--- src/rtl/row_feed_buffer_pkg.sv ---
package row_feed_buffer_pkg;

    typedef enum logic {
        LOAD_ROW  = 1'b0,
        LOAD_WORD = 1'b1
    } load_mode_e;

    localparam int unsigned DEF_SAMPLE_W = 16;
    localparam int unsigned DEF_DIM      = 4;

    function automatic int unsigned idx_w(input int unsigned n);
        return (n > 1) ? $clog2(n) : 1;
    endfunction

endpackage

--- src/rtl/row_fifo.sv ---
module row_fifo
    import row_feed_buffer_pkg::*;
#(
    parameter int unsigned W     = DEF_SAMPLE_W,
    parameter int unsigned DEPTH = DEF_DIM
) (
    input  logic         clk,
    input  logic         rst,
    input  logic         push,
    input  logic [W-1:0] din,
    input  logic         pop,
    output logic [W-1:0] head,
    output logic         empty,
    output logic         full
);
    localparam int unsigned AW = idx_w(DEPTH);
    localparam int unsigned CW = idx_w(DEPTH + 1);

    logic [W-1:0]  mem [DEPTH];
    logic [AW-1:0] wp, rp;
    logic [CW-1:0] cnt;

    function automatic logic [AW-1:0] bump(input logic [AW-1:0] p);
        return (p == AW'(DEPTH - 1)) ? '0 : p + 1'b1;
    endfunction

    assign empty = (cnt == '0);
    assign full  = (cnt == CW'(DEPTH));
    assign head  = mem[rp];

    always_ff @(posedge clk) begin
        if (rst) begin
            wp  <= '0;
            rp  <= '0;
            cnt <= '0;
        end else begin
            if (push && !full) begin
                mem[wp] <= din;
                wp      <= bump(wp);
            end
            if (pop && !empty) begin
                rp <= bump(rp);
            end
            case ({push && !full, pop && !empty})
                2'b10:   cnt <= cnt + 1'b1;
                2'b01:   cnt <= cnt - 1'b1;
                default: cnt <= cnt;
            endcase
        end
    end
endmodule

--- src/rtl/load_ctrl.sv ---
module load_ctrl
    import row_feed_buffer_pkg::*;
#(
    parameter int unsigned N = DEF_DIM
) (
    input  logic         clk,
    input  logic         rst,
    input  logic         mode_i,
    input  logic         ld_valid_i,
    input  logic [N-1:0] fifo_full,
    input  logic [N-1:0] fifo_empty,
    output logic         ld_ready_o,
    output logic [N-1:0] wr_en,
    output load_mode_e   mode_eff
);
    localparam int unsigned PW = idx_w(N);

    load_mode_e    mode_q;
    logic [PW-1:0] col_q;
    logic          idle, accept;

    assign idle     = (&fifo_empty) && (col_q == '0);
    assign mode_eff = idle ? load_mode_e'(mode_i) : mode_q;

    always_comb begin
        if (mode_eff == LOAD_WORD) ld_ready_o = !fifo_full[col_q];
        else                       ld_ready_o = !(|fifo_full);
    end

    assign accept = ld_valid_i && ld_ready_o;

    always_comb begin
        wr_en = '0;
        if (accept) begin
            if (mode_eff == LOAD_WORD) wr_en[col_q] = 1'b1;
            else                       wr_en = '1;
        end
    end

    always_ff @(posedge clk) begin
        if (rst) begin
            mode_q <= LOAD_ROW;
            col_q  <= '0;
        end else begin
            mode_q <= mode_eff;
            if (accept && mode_eff == LOAD_WORD) begin
                col_q <= (col_q == PW'(N - 1)) ? '0 : col_q + 1'b1;
            end
        end
    end
endmodule

--- src/rtl/skew_line.sv ---
module skew_line
    import row_feed_buffer_pkg::*;
#(
    parameter int unsigned W   = DEF_SAMPLE_W,
    parameter int unsigned LAT = 1
) (
    input  logic         clk,
    input  logic         rst,
    input  logic         in_vld,
    input  logic [W-1:0] in_dat,
    output logic         out_vld,
    output logic [W-1:0] out_dat
);
    logic [LAT-1:0] vld;
    logic [W-1:0]   dat [LAT];

    always_ff @(posedge clk) begin
        if (rst) begin
            vld <= '0;
        end else begin
            vld[0] <= in_vld;
            for (int k = 1; k < LAT; k++) vld[k] <= vld[k-1];
        end
        dat[0] <= in_dat;
        for (int k = 1; k < LAT; k++) dat[k] <= dat[k-1];
    end

    assign out_vld = vld[LAT-1];
    assign out_dat = dat[LAT-1];
endmodule

--- src/rtl/row_feed_buffer.sv ---
module row_feed_buffer
    import row_feed_buffer_pkg::*;
#(
    parameter int unsigned N = DEF_DIM,
    parameter int unsigned W = DEF_SAMPLE_W
) (
    input  logic           clk,
    input  logic           rst,
    input  logic           mode_i,
    input  logic           ld_valid_i,
    input  logic [N*W-1:0] ld_data_i,
    output logic           ld_ready_o,
    input  logic           issue_en_i,
    output logic [N-1:0]   arr_valid_o,
    output logic [N*W-1:0] arr_data_o
);
    logic [N-1:0] fifo_empty, fifo_full, wr_en;
    logic [W-1:0] head [N];
    logic         issue;
    load_mode_e   mode_eff;

    load_ctrl #(.N(N)) u_ctrl (
        .clk(clk), .rst(rst), .mode_i(mode_i), .ld_valid_i(ld_valid_i),
        .fifo_full(fifo_full), .fifo_empty(fifo_empty),
        .ld_ready_o(ld_ready_o), .wr_en(wr_en), .mode_eff(mode_eff)
    );

    assign issue = issue_en_i && !(|fifo_empty);

    for (genvar r = 0; r < N; r++) begin : g_row
        logic [W-1:0] din;
        assign din = (mode_eff == LOAD_WORD) ? ld_data_i[W-1:0] : ld_data_i[r*W +: W];

        row_fifo #(.W(W), .DEPTH(N)) u_fifo (
            .clk(clk), .rst(rst), .push(wr_en[r]), .din(din), .pop(issue),
            .head(head[r]), .empty(fifo_empty[r]), .full(fifo_full[r])
        );

        skew_line #(.W(W), .LAT(r + 1)) u_skew (
            .clk(clk), .rst(rst), .in_vld(issue), .in_dat(head[r]),
            .out_vld(arr_valid_o[r]), .out_dat(arr_data_o[r*W +: W])
        );
    end
endmodule

--- config.mk ---
export PLATFORM = sky130hd
export DESIGN_NAME = row_feed_buffer
export DESIGN_NICKNAME = d
export VERILOG_FILES = /design/src/rtl/row_feed_buffer_pkg.sv /design/src/rtl/row_fifo.sv /design/src/rtl/load_ctrl.sv /design/src/rtl/skew_line.sv /design/src/rtl/row_feed_buffer.sv
export SDC_FILE = /design/constraint.sdc
export NUM_CORES = 1
export LEC_CHECK = 0
export BUFFER_PORTS_ARGS = -buffer_cell sky130_fd_sc_hd__buf_2
export CAP_MARGIN = 25
export CORE_MARGIN = 10
export CORE_UTILIZATION = 30
export CTS_CLUSTER_SIZE = 40
export DETAILED_ROUTE_END_ITERATION = 12
export PLACE_DENSITY_LB_ADDON = 0.25
export SLEW_MARGIN = 20
export SYNTH_ARGS = -nofsm -noshare
export SYNTH_HDL_FRONTEND = slang
export SYNTH_HIERARCHICAL = 1
export SYNTH_SLANG_ARGS = --single-unit
--- constraint.sdc ---
create_clock -name clk -period 9.9 [get_ports clk]
set_input_delay 0.495 -clock clk [delete_from_list [all_inputs] [get_ports clk]]
set_output_delay 0.495 -clock clk [all_outputs]
set_load 0.01 [all_outputs]
==> flow_summary.toml <==
[placement]
placed_cells = 1690
numPortBuffers = 137
dp_hpwl_mm = 23.52
gp_congestion = 0.7537

[sta]
tightest_slew_ps = 1028
final_hold_viol_count = 0
finalCriticalPeriod_ps = 3653
rsz0062_at_grt = "false"
fin_crit_sh_pct = 36.90
setup_viol = 0
setup-tns-final_ps = 0
finalClockSkew_ps = 21.80
max_freq_mhz = 273.7
slew_violations = 0
maxSlewHeadroom_pct = 31.40

[cts]
cts_tree = "built"
cts.sinks = 465
cts.path.max_buffers = 3
post-cts-setup-buffer-count = 0
clk_latency_ps = 580
clkTransAtPathRegs_ps = 60
cts_buffers = 50
root_buffer = "clkbuf_16"
cts_resized = 0
htree_levels = 2
cts-hold-fix-buffers = 0

[floorplanning]
fp.dieW_um = 249.5
rows = 84
start_util_pct = 30.18
core_area_sq_mm = 0.05234
boundaryPins = 138
dieArea_sq_mm = 0.06223
fp.dieH_um = 249.5

[global_routing]
grt.total_usage_pct = 11.15
grt_pass1_vias = 8182
grt_max_degree = 48
grt_first_pass_wirelength_mm = 52.32
grt-ovfl-total = 0
antenna_found_initial = 7

[detailed_routing]
vias_per_cell = 4.287
wl_per_cell_um = 19.49
drcViolationCount = 0
vias = 7660
ant_nets = 0
first_iter_violations = 393
dr.pass1.iters = 4
wl_mm = 34.83

[synth]
syn_avg_cell_area_sq_um = 17.21
synth_top_area_cell = "edfxtp_1"
synthCells = 918
yosysWarnings = 6
synth_top_area_share_pct = 48.67
synthFlopType = "edfxtp_1"
async_flop_share_pct = 0
netlist_area_sq_mm = 0.01580
ys_top_cells_by_area = "edfxtp_1 (49%), dfxtp_1 (26%), mux4_2 (9.3%), ha_1 (2.2%), buf_4 (1.9%)"
synth_edf_count = 256
ys_seq_area_share_pct = 75.15
synth_nets = 1019
ys_seq_elements = 465
ys_types = 42

[final_layout]
final_cell_mix = "edfxtp_1 (256), dfxtp_1 (209), buf_2 (137)"
fill_cells = 4955
stdcell_count = 1787
fin_nets = 1156
syn_to_final_growth_pct = 19.24
postLayoutCoreUtil_pct = 35.99
final_common_cell = "edfxtp_1"
drive_gt1_share_pct = 29.26

[worst_setup_path]
endpoint_kind = "flop"
crit_path_start_kind = "flop"
critPathMaxFanout = 6
arrival_ps = 4140
path_class = "reg -> reg"
required_ps = 10390

[pwr]
p_total_mw = 5.273
ir_drop_v = 0.0001220
p_per_area_mw_per_mm2 = 279.9
p_leak_nw = 6.932

[min_path]
hold_path.class = "in -> reg"

[run_status]
status = "completed"

[job]
cap_violations = 0
per-stage QoR:
stage               hold WS (ps)  area, sq um  setup slack (ps)
floorplan                  309.6        15800              6414
global placement           310.2        17120              6402
detailed placement         312.1        17120              6339
CTS                        94.97        18820              6287
global route               115.1        18830              6040
finish                     141.5        18840              6247
cells in the mapped netlist, drive strengths merged (9+ instances only):
cell type and instances:
a21oi 22, nor2 22, o21ai 52, nor2b 10, ha 28, inv 80, clkbuf 9, dfxtp 209
buf 55, mux4 65, nor3b 16, nand2 24, edfxtp 256
kinds of logic (layout without fill, tap and decap cells):
group                    after synthesis  in the layout  share of synthesized area [%]
adder cells (fa/ha/maj)               32             32                          2.725
AO/OA/AOI/OAI                         92             92                          3.557
buffers and inverters                144            323                          4.768
multiplexers                          71             71                          9.655
flip-flops                           465            465                          75.15
XOR/XNOR                               8              8                         0.4436
other                                  0              2                              0
AND/OR/NAND/NOR                      106            106                          3.699
worst max-delay path, stage by stage (launching register included):
cell     delay [ps]
dfxtp_1         410
inv_1           110
ha_1            220
and3_1          190
a31o_2          300
and2_0          270
o21a_1          280
nand2_1         360
ha_1            270
inv_1            60
fa_1            380
xor2_1          160
or3_2           410
a21oi_1         140
cell type report:
class	instances	area (sq um)	area share, %
Timing Repair Buffer	149	783.3	4.158
Multi-Input combinational cell	309	3321	17.63
Clock inverter	17	163.9	0.8702
Clock buffer	77	1530	8.124
Antenna cell	2	5.005	0.02657
Tap cell	688	860.8	4.570
Sequential cell	465	11870	63.03
Inverter	80	300.3	1.594
state kept, by name (all words and copies together) (netlist names), named ones only:
name / cells
g_row.u_fifo/cnt: 12
g_row.u_fifo/mem: 256
g_row.u_fifo/rp: 8
g_row.u_fifo/wp: 8
g_row.u_skew/dat: 160
g_row.u_skew/out_vld: 1
g_row.u_skew/vld: 9
u_ctrl/col_q: 2
u_ctrl/mode_q: 1
power by group:
part | internal (mW) | leakage, nW | switching, mW | total, mW
Clock | 1.12 | 0.820 | 0.738 | 1.86
Sequential | 2.51 | 4.07 | 0.0843 | 2.59
Combinational | 0.249 | 2.04 | 0.574 | 0.823
Total | 3.88 | 6.93 | 1.40 | 5.27
routing by layer:
metal  GRT usage, %  vias to the layer above  wire (um)
met2          17.52                      179      16290
li1               -                     3578          -
met1          14.21                     3823      15190
met3          3.533                       72       2301
met5              0                        -         41
met4          3.965                        8       1004
path summary, 6_finish.rpt:
path / from / endpoint / slack, ps / cells after the start
setup reg to reg: u_ctrl/col_q[0] / g_row[2].u_fifo/cnt[2] / 6250 / 13
hold reg to reg: g_row[2].u_skew/dat[0][19] / g_row[2].u_skew/dat[0][35] / 320 / 0
hold / removal: ld_data_i[13] / g_row[0].u_fifo/mem[1][13] / 140 / 1
setup / recovery: u_ctrl/col_q[0] / g_row[2].u_fifo/cnt[2] / 6250 / 13
Power figures use the tool's default switching activity.
